[config.mk]
export PLATFORM = sky130hd
export DESIGN_NAME = twi_cfg_slave
export DESIGN_NICKNAME = d
export VERILOG_FILES = /design/src/rtl/twi_cfg_pkg.sv /design/src/rtl/twi_line_filter.sv /design/src/rtl/twi_bus_cond.sv /design/src/rtl/twi_reg_bank.sv /design/src/rtl/twi_cfg_slave.sv
export SDC_FILE = /design/constraint.sdc
export NUM_CORES = 1
export LEC_CHECK = 0
export ABC_AREA = 1
export CAP_MARGIN = 20
export CORE_UTILIZATION = 59
export CTS_BUF_LIST = sky130_fd_sc_hd__clkbuf_2
export CTS_CLUSTER_DIAMETER = 40
export DETAILED_ROUTE_END_ITERATION = 7
export PLACE_DENSITY = 0.9
export SLEW_MARGIN = 20
export SYNTH_ARGS = -nofsm -noshare
export SYNTH_HDL_FRONTEND = slang
export SYNTH_SLANG_ARGS = --single-unit
export TNS_END_PERCENT = 20
[constraint.sdc]
create_clock -name clk -period 4.1 [get_ports clk]
set_clock_uncertainty 0.05 [all_clocks]
set_input_delay 0.82 -clock clk [delete_from_list [all_inputs] [get_ports clk]]
set_output_delay 0.82 -clock clk [all_outputs]
set_load 0.01 [all_outputs]
[src/rtl/twi_cfg_pkg.sv]
package twi_cfg_pkg;

   localparam int BYTE_W = 8;
   localparam int DEV_ADDR_W = 7;

   typedef enum logic [2:0] {
      ST_IDLE  = 3'd0,
      ST_ADDR  = 3'd1,
      ST_SUBA  = 3'd2,
      ST_WDATA = 3'd3,
      ST_RDATA = 3'd4
   } twi_state_e;

   // Number of system clocks a line change must persist to be accepted.
   function automatic int persist_cycles(input int clk_ps, input int reject_ps);
      return (reject_ps + clk_ps - 1) / clk_ps + 1;
   endfunction

endpackage

[src/rtl/twi_line_filter.sv]
module twi_line_filter #(
   parameter int SYNC_STAGES = 2,
   parameter int FILT_CYCLES = 6
) (
   input  logic clk,
   input  logic rst_n,
   input  logic line_i,
   input  logic filt_en_i,
   output logic line_o
);
   localparam int CNT_W = $clog2(FILT_CYCLES + 1);

   if (SYNC_STAGES < 2) begin : g_bad_sync
      $error("twi_line_filter: SYNC_STAGES must be at least 2");
   end
   if (FILT_CYCLES < 1) begin : g_bad_filt
      $error("twi_line_filter: FILT_CYCLES must be at least 1");
   end

   logic [SYNC_STAGES-1:0] sync_q;
   logic                   synced;
   logic                   stable_val;

   always_ff @(posedge clk or negedge rst_n) begin
      if (!rst_n) sync_q <= '1;
      else        sync_q <= {sync_q[SYNC_STAGES-2:0], line_i};
   end
   assign synced = sync_q[SYNC_STAGES-1];

   if (FILT_CYCLES > 1) begin : g_persist
      logic [CNT_W-1:0] cnt_q;
      logic             held_q;
      always_ff @(posedge clk or negedge rst_n) begin
         if (!rst_n) begin
            cnt_q  <= '0;
            held_q <= 1'b1;
         end else if (synced == held_q) begin
            cnt_q <= '0;
         end else if (cnt_q == CNT_W'(FILT_CYCLES - 1)) begin
            held_q <= synced;
            cnt_q  <= '0;
         end else begin
            cnt_q <= cnt_q + CNT_W'(1);
         end
      end
      assign stable_val = held_q;
   end else begin : g_direct
      assign stable_val = synced;
   end

   assign line_o = filt_en_i ? stable_val : synced;

endmodule

[src/rtl/twi_bus_cond.sv]
module twi_bus_cond (
   input  logic clk,
   input  logic rst_n,
   input  logic scl_i,
   input  logic sda_i,
   output logic scl_rise_o,
   output logic scl_fall_o,
   output logic start_o,
   output logic stop_o
);
   logic scl_q, sda_q;

   always_ff @(posedge clk or negedge rst_n) begin
      if (!rst_n) begin
         scl_q <= 1'b1;
         sda_q <= 1'b1;
      end else begin
         scl_q <= scl_i;
         sda_q <= sda_i;
      end
   end

   assign scl_rise_o = scl_i & ~scl_q;
   assign scl_fall_o = ~scl_i & scl_q;
   assign start_o    = scl_i & scl_q & sda_q & ~sda_i;
   assign stop_o     = scl_i & scl_q & ~sda_q & sda_i;

endmodule

[src/rtl/twi_reg_bank.sv]
module twi_reg_bank #(
   parameter int          NUM_REGS = 16,
   parameter int          DATA_W   = 8,
   parameter logic [7:0]  RST_VAL  = 8'h00,
   localparam int         PTR_W    = $clog2(NUM_REGS)
) (
   input  logic                       clk,
   input  logic                       rst_n,
   input  logic                       wr_en_i,
   input  logic [PTR_W-1:0]           wr_ptr_i,
   input  logic [DATA_W-1:0]          wr_data_i,
   input  logic [PTR_W-1:0]           rd_ptr_i,
   output logic [DATA_W-1:0]          rd_data_o,
   output logic [NUM_REGS*DATA_W-1:0] regs_o
);
   for (genvar i = 0; i < NUM_REGS; i++) begin : g_reg
      logic [DATA_W-1:0] val_q;
      always_ff @(posedge clk or negedge rst_n) begin
         if (!rst_n)
            val_q <= DATA_W'(RST_VAL);
         else if (wr_en_i && (wr_ptr_i == PTR_W'(i)))
            val_q <= wr_data_i;
      end
      assign regs_o[i*DATA_W +: DATA_W] = val_q;
   end

   assign rd_data_o = regs_o[rd_ptr_i*DATA_W +: DATA_W];

endmodule

[src/rtl/twi_cfg_slave.sv]
module twi_cfg_slave
   import twi_cfg_pkg::*;
#(
   parameter logic [6:0] ADDR_BASE   = 7'h28,
   parameter int         NUM_REGS    = 16,
   parameter int         SYS_CLK_PS  = 10000,
   parameter int         REJECT_PS   = 50000,
   parameter int         SYNC_STAGES = 2,
   parameter logic [7:0] REG_RST     = 8'h00,
   localparam int        PTR_W       = $clog2(NUM_REGS),
   localparam int        FILT_CYCLES = persist_cycles(SYS_CLK_PS, REJECT_PS)
) (
   input  logic                       clk,
   input  logic                       rst_n,
   input  logic                       scl_i,
   input  logic                       sda_i,
   input  logic                       strap_i,
   output logic                       sda_oe_o,
   output logic [NUM_REGS*BYTE_W-1:0] cfg_regs_o
);
   if (NUM_REGS < 2 || NUM_REGS > 256 || (NUM_REGS & (NUM_REGS - 1)) != 0) begin : g_bad_regs
      $error("twi_cfg_slave: NUM_REGS must be a power of two from 2 to 256");
   end
   if (SYS_CLK_PS <= 0 || REJECT_PS <= 0) begin : g_bad_time
      $error("twi_cfg_slave: clock period and reject width must be positive");
   end

   // ---------------- line conditioning ----------------
   logic [1:0] raw_lines;
   logic [1:0] clean_lines;
   assign raw_lines = {sda_i, scl_i};

   for (genvar g = 0; g < 2; g++) begin : g_line
      twi_line_filter #(
         .SYNC_STAGES (SYNC_STAGES),
         .FILT_CYCLES (FILT_CYCLES)
      ) u_filt (
         .clk       (clk),
         .rst_n     (rst_n),
         .line_i    (raw_lines[g]),
         .filt_en_i (strap_i),
         .line_o    (clean_lines[g])
      );
   end

   logic sda_f;
   logic scl_rise, scl_fall, start_det, stop_det;
   assign sda_f = clean_lines[1];

   twi_bus_cond u_cond (
      .clk        (clk),
      .rst_n      (rst_n),
      .scl_i      (clean_lines[0]),
      .sda_i      (sda_f),
      .scl_rise_o (scl_rise),
      .scl_fall_o (scl_fall),
      .start_o    (start_det),
      .stop_o     (stop_det)
   );

   // ---------------- protocol state ----------------
   twi_state_e         state_q;
   logic [3:0]         bit_cnt_q;
   logic [BYTE_W-1:0]  shreg_q;
   logic               ack_ph_q;
   logic               rw_q;
   logic               mack_q;
   logic               oe_q;
   logic [PTR_W-1:0]   ptr_q;
   logic [BYTE_W-1:0]  rd_data;
   logic [DEV_ADDR_W-1:0] own_addr;
   logic               byte_done;
   logic               wr_en;

   assign own_addr  = {ADDR_BASE[6:2], strap_i, ADDR_BASE[0]};
   assign byte_done = scl_fall && !ack_ph_q && (bit_cnt_q == 4'd8);
   assign wr_en     = (state_q == ST_WDATA) && byte_done && !start_det && !stop_det;

   always_ff @(posedge clk or negedge rst_n) begin
      if (!rst_n) begin
         state_q   <= ST_IDLE;
         bit_cnt_q <= '0;
         shreg_q   <= '0;
         ack_ph_q  <= 1'b0;
         rw_q      <= 1'b0;
         mack_q    <= 1'b0;
         oe_q      <= 1'b0;
         ptr_q     <= '0;
      end else if (start_det) begin
         state_q   <= ST_ADDR;
         bit_cnt_q <= '0;
         ack_ph_q  <= 1'b0;
         oe_q      <= 1'b0;
      end else if (stop_det) begin
         state_q   <= ST_IDLE;
         bit_cnt_q <= '0;
         ack_ph_q  <= 1'b0;
         oe_q      <= 1'b0;
      end else begin
         case (state_q)
            ST_ADDR, ST_SUBA, ST_WDATA: begin
               if (scl_rise && !ack_ph_q) begin
                  shreg_q   <= {shreg_q[BYTE_W-2:0], sda_f};
                  bit_cnt_q <= bit_cnt_q + 4'd1;
               end
               if (scl_fall && ack_ph_q) begin
                  ack_ph_q  <= 1'b0;
                  bit_cnt_q <= '0;
                  oe_q      <= 1'b0;
                  if (state_q == ST_ADDR) begin
                     if (rw_q) begin
                        state_q <= ST_RDATA;
                        shreg_q <= rd_data;
                        oe_q    <= ~rd_data[BYTE_W-1];
                     end else begin
                        state_q <= ST_SUBA;
                     end
                  end else if (state_q == ST_SUBA) begin
                     state_q <= ST_WDATA;
                  end
               end else if (byte_done) begin
                  case (state_q)
                     ST_ADDR: begin
                        if (shreg_q[BYTE_W-1:1] == own_addr) begin
                           rw_q     <= shreg_q[0];
                           oe_q     <= 1'b1;
                           ack_ph_q <= 1'b1;
                        end else begin
                           state_q   <= ST_IDLE;
                           bit_cnt_q <= '0;
                        end
                     end
                     ST_SUBA: begin
                        ptr_q    <= shreg_q[PTR_W-1:0];
                        oe_q     <= 1'b1;
                        ack_ph_q <= 1'b1;
                     end
                     default: begin
                        ptr_q    <= ptr_q + PTR_W'(1);
                        oe_q     <= 1'b1;
                        ack_ph_q <= 1'b1;
                     end
                  endcase
               end
            end
            ST_RDATA: begin
               if (scl_rise) begin
                  if (ack_ph_q) mack_q    <= ~sda_f;
                  else          bit_cnt_q <= bit_cnt_q + 4'd1;
               end
               if (scl_fall) begin
                  if (ack_ph_q) begin
                     ack_ph_q  <= 1'b0;
                     bit_cnt_q <= '0;
                     if (mack_q) begin
                        shreg_q <= rd_data;
                        oe_q    <= ~rd_data[BYTE_W-1];
                     end else begin
                        state_q <= ST_IDLE;
                     end
                  end else if (bit_cnt_q == 4'd8) begin
                     oe_q     <= 1'b0;
                     ack_ph_q <= 1'b1;
                     ptr_q    <= ptr_q + PTR_W'(1);
                  end else begin
                     shreg_q <= {shreg_q[BYTE_W-2:0], 1'b0};
                     oe_q    <= ~shreg_q[BYTE_W-2];
                  end
               end
            end
            default: ;
         endcase
      end
   end

   assign sda_oe_o = oe_q;

   // ---------------- register storage ----------------
   twi_reg_bank #(
      .NUM_REGS (NUM_REGS),
      .DATA_W   (BYTE_W),
      .RST_VAL  (REG_RST)
   ) u_bank (
      .clk       (clk),
      .rst_n     (rst_n),
      .wr_en_i   (wr_en),
      .wr_ptr_i  (ptr_q),
      .wr_data_i (shreg_q),
      .rd_ptr_i  (ptr_q),
      .rd_data_o (rd_data),
      .regs_o    (cfg_regs_o)
   );

endmodule

==> results.md <==
- Outcome: complete, but fails checks
- Failing checks: hold timing
- Die W: 122 um
- GRT busiest layer: met2
- Ports: 134
- DRT iter0 DRCs: 862
- Layout cells sized above 1: 0.0977
- Post-DP HPWL: 15800 um
- Worst-Skew Late Latency: 810 ps
- CP max-delay cell: clkdlybuf4s50_1
- R2R depth: 12
- CP Launch Type: flop
- CP Max Fanout: 3
- Slew margin rel.: 0.295
- LEAKAGE: 4.84 nW
- Top-area cell type share of the netlist area: 0.461
- Largest net degree at the start of global routing: 88
- Inst Count DP: 1346
- RSZ-0062 raised after global routing: false
- Vias in the first global route: 7277
- GR Util met3: 0.0758
- Net count after synthesis: 1088
- Clock Sink Count: 165
- Gr ovfl total: 0
- Family with the most delay on the worst path: buffers and inverters
- Post-synthesis cell area: 8520 um2
- Die ar.: 14900 um2
- Final net count: 1196
- Register bit total from synthesis: 165
- DRC viols: 0
- Drt pass-1 iters: 6
- Fmax: 0.368 GHz
- Fill cells: 1089
- Dominant synthesized flop cell: dfrtp_1
- Maximum vdd drop: 0.000411 V
- Yosys cell types: 40
- Most frequent cells after synthesis: nand2_1, nor2_1, dfrtp_1, o21ai_1, o21ai_0
- Min Tclk post-route: 2720 ps
- Minimum hold slack: -27.6 ps
- Grt met2 use: 0.511
- Post-CTS sizing: 0
- CTS Buf Count: 17
- R2R setup slack: 1470 ps
- Min-delay worst type: input port to async pin
- Crit path capture type: primary output
- R2r endpoint: shreg_q[1]
- DRT antenna net count: 0
- CP Class: flop to primary output
- # Max-Cap Violations: 0
- Final worst slack: 1380 ps
- Post-synth EDFFs: 0
- Final WL: 23400 um
- Core Rows: 43
- Pre-CTS WS: 1150 ps
- M1 GR Usage: 0.442
- Clock transition at the registers of the reported paths: 220 ps
- WP data arrival: 1850 ps
- Post-CTS setup buffers: 0
- Crit-path cells: clkdlybuf4s50_1
- Post-synth ARST share: 1.00
- Total Neg Setup Slack: 0 ps
- Syn_area_per_cell: 7.91 um2
- Post-synth top area cell: dfrtp_1
- Clk buf depth: 2
- Worst reg2reg startpoint: ptr_q[1]
- Final worst-path cycle share: 0.663
- Area delta synth->final: 18.4%
- Hold_buf cts: 0
- Die height: 122 um
- Port Buffers: 133
- Core area: 14000 um2
- Synth area leaders: dfrtp_1, nand2_1, nor2_1, o21ai_1, o21ai_0
- Routability cong.: 0.910
- Htree depth: 4
- CTS tree: built
- Worst Tran Pin Value: 1060 ps
- Worst path max stage delay: 580 ps
- YS warnings: 0
- All-Layer GR Usage: 0.328
- Vias: 7856
- Seq/Total Area, Yosys: 0.486
- Most frequent cell after synthesis: nand2_1
- Drt wl/cell: 16.9 um
- Power per Cell Area: 513 nW/um2
- Setup violators final: 0
- Initial Util: 0.609
- Initial antenna violation count: 1
- Worst path bufs/invs: 1
- Final Max Slew Viols: 0
- Final Hold Viols: 14
- First-pass GRT wire length: 37100 um
- Synth Instances: 1077
- Finished Layout Cells: 1379
- CTS root buf: clkbuf_2
- Via-to-Cell Ratio: 5.70
- Worst path required time: 3230 ps
## power by group
| group | internal (mW) | leakage [nW] | switching, mW |
|---|---|---|---|
| clock network | 0.404 | 0.161 | 0.570 |
| registers | 1.78 | 2.22 | 0.133 |
| logic | 0.610 | 2.46 | 1.68 |
## per-layer routing
metal	up-vias	share of wire
li1	3690	-
met1	3674	0.41
met2	438	0.47
met3	54	0.091
met4	0	0.026
met5	-	0
## cell usage in the layout (no fill, tap or decap), types with 7 or more instances in the layout
cell	n
nand2_1	312
dfrtp_1	156
nand3_1	22
buf_4	7
dfstp_2	8
a21oi_1	22
clkdlybuf4s50_1	132
o21ai_1	104
nor2_1	159
o21ai_0	83
nand2_4	14
o21ai_2	29
clkbuf_2	21
inv_1	61
## how the worst max path moves through the flow
stage,from,to,slack [ps],cells past startpoint
2_1_floorplan,strap_i,u_bank.g_reg[9].val_q[6],1940,9
6_report,u_bank.g_reg[9].val_q[6],cfg_regs_o[78],1380,1
4_1_cts,u_bank.g_reg[10].val_q[6],cfg_regs_o[86],1370,1
5_1_grt,ptr_q[1],shreg_q[1],1300,12
3_3_place_gp,strap_i,u_bank.g_reg[11].val_q[2],1220,10
3_5_place_dp,strap_i,u_bank.g_reg[3].val_q[7],1150,10
## flip-flops by register name, summed over array words and instances (netlist names), 2 cells and up
register                        count
shreg_q                             8
g_line.u_filt.g_persist.held_q      2
g_line.u_filt.sync_q                4
state_q                             3
bit_cnt_q                           4
u_bank.g.val_q                    128
g_line.u_filt.g_persist.cnt_q       6
ptr_q                               4
## cells by family after synthesis
family | after synthesis | synth area share
AOI/OAI and AO/OA | 242 | 0.157
buffers and inverters | 118 | 0.0683
DFF | 165 | 0.486
muxes | 1 | 0.00118
and+or+nand+nor | 540 | 0.273
xor gates and xnor gates | 5 | 0.00514
adders and majority gates | 6 | 0.00882
## cell type report
type                            instances  area [um2]  area share
Inverter                               66         250      0.0248
Clock buffer                           21         105      0.0104
Sequential cell                       165        4140       0.411
Multi-Input combinational cell        794        3800       0.377
Antenna cell                            1        2.50    0.000248
Tap cell                              180         225      0.0223
Timing Repair Buffer                  141        1410       0.139
Clock inverter                         11         159      0.0158
## per-stage QoR
stage | hold slack (ps) | total power [mW] | area, um2 | utilization
detailed placement | 297 | 4.17 | 9820 | 0.702
global route | 3.76 | 5.49 | 10100 | 0.721
CTS | 8.42 | 5.13 | 10100 | 0.721
floorplan | 295 | 3.56 | 8520 | -
finish | -27.6 | 5.18 | 10100 | 0.721
global placement | 296 | 4.11 | 9820 | 0.702
Note: power is estimated with default switching activity, not from simulation.
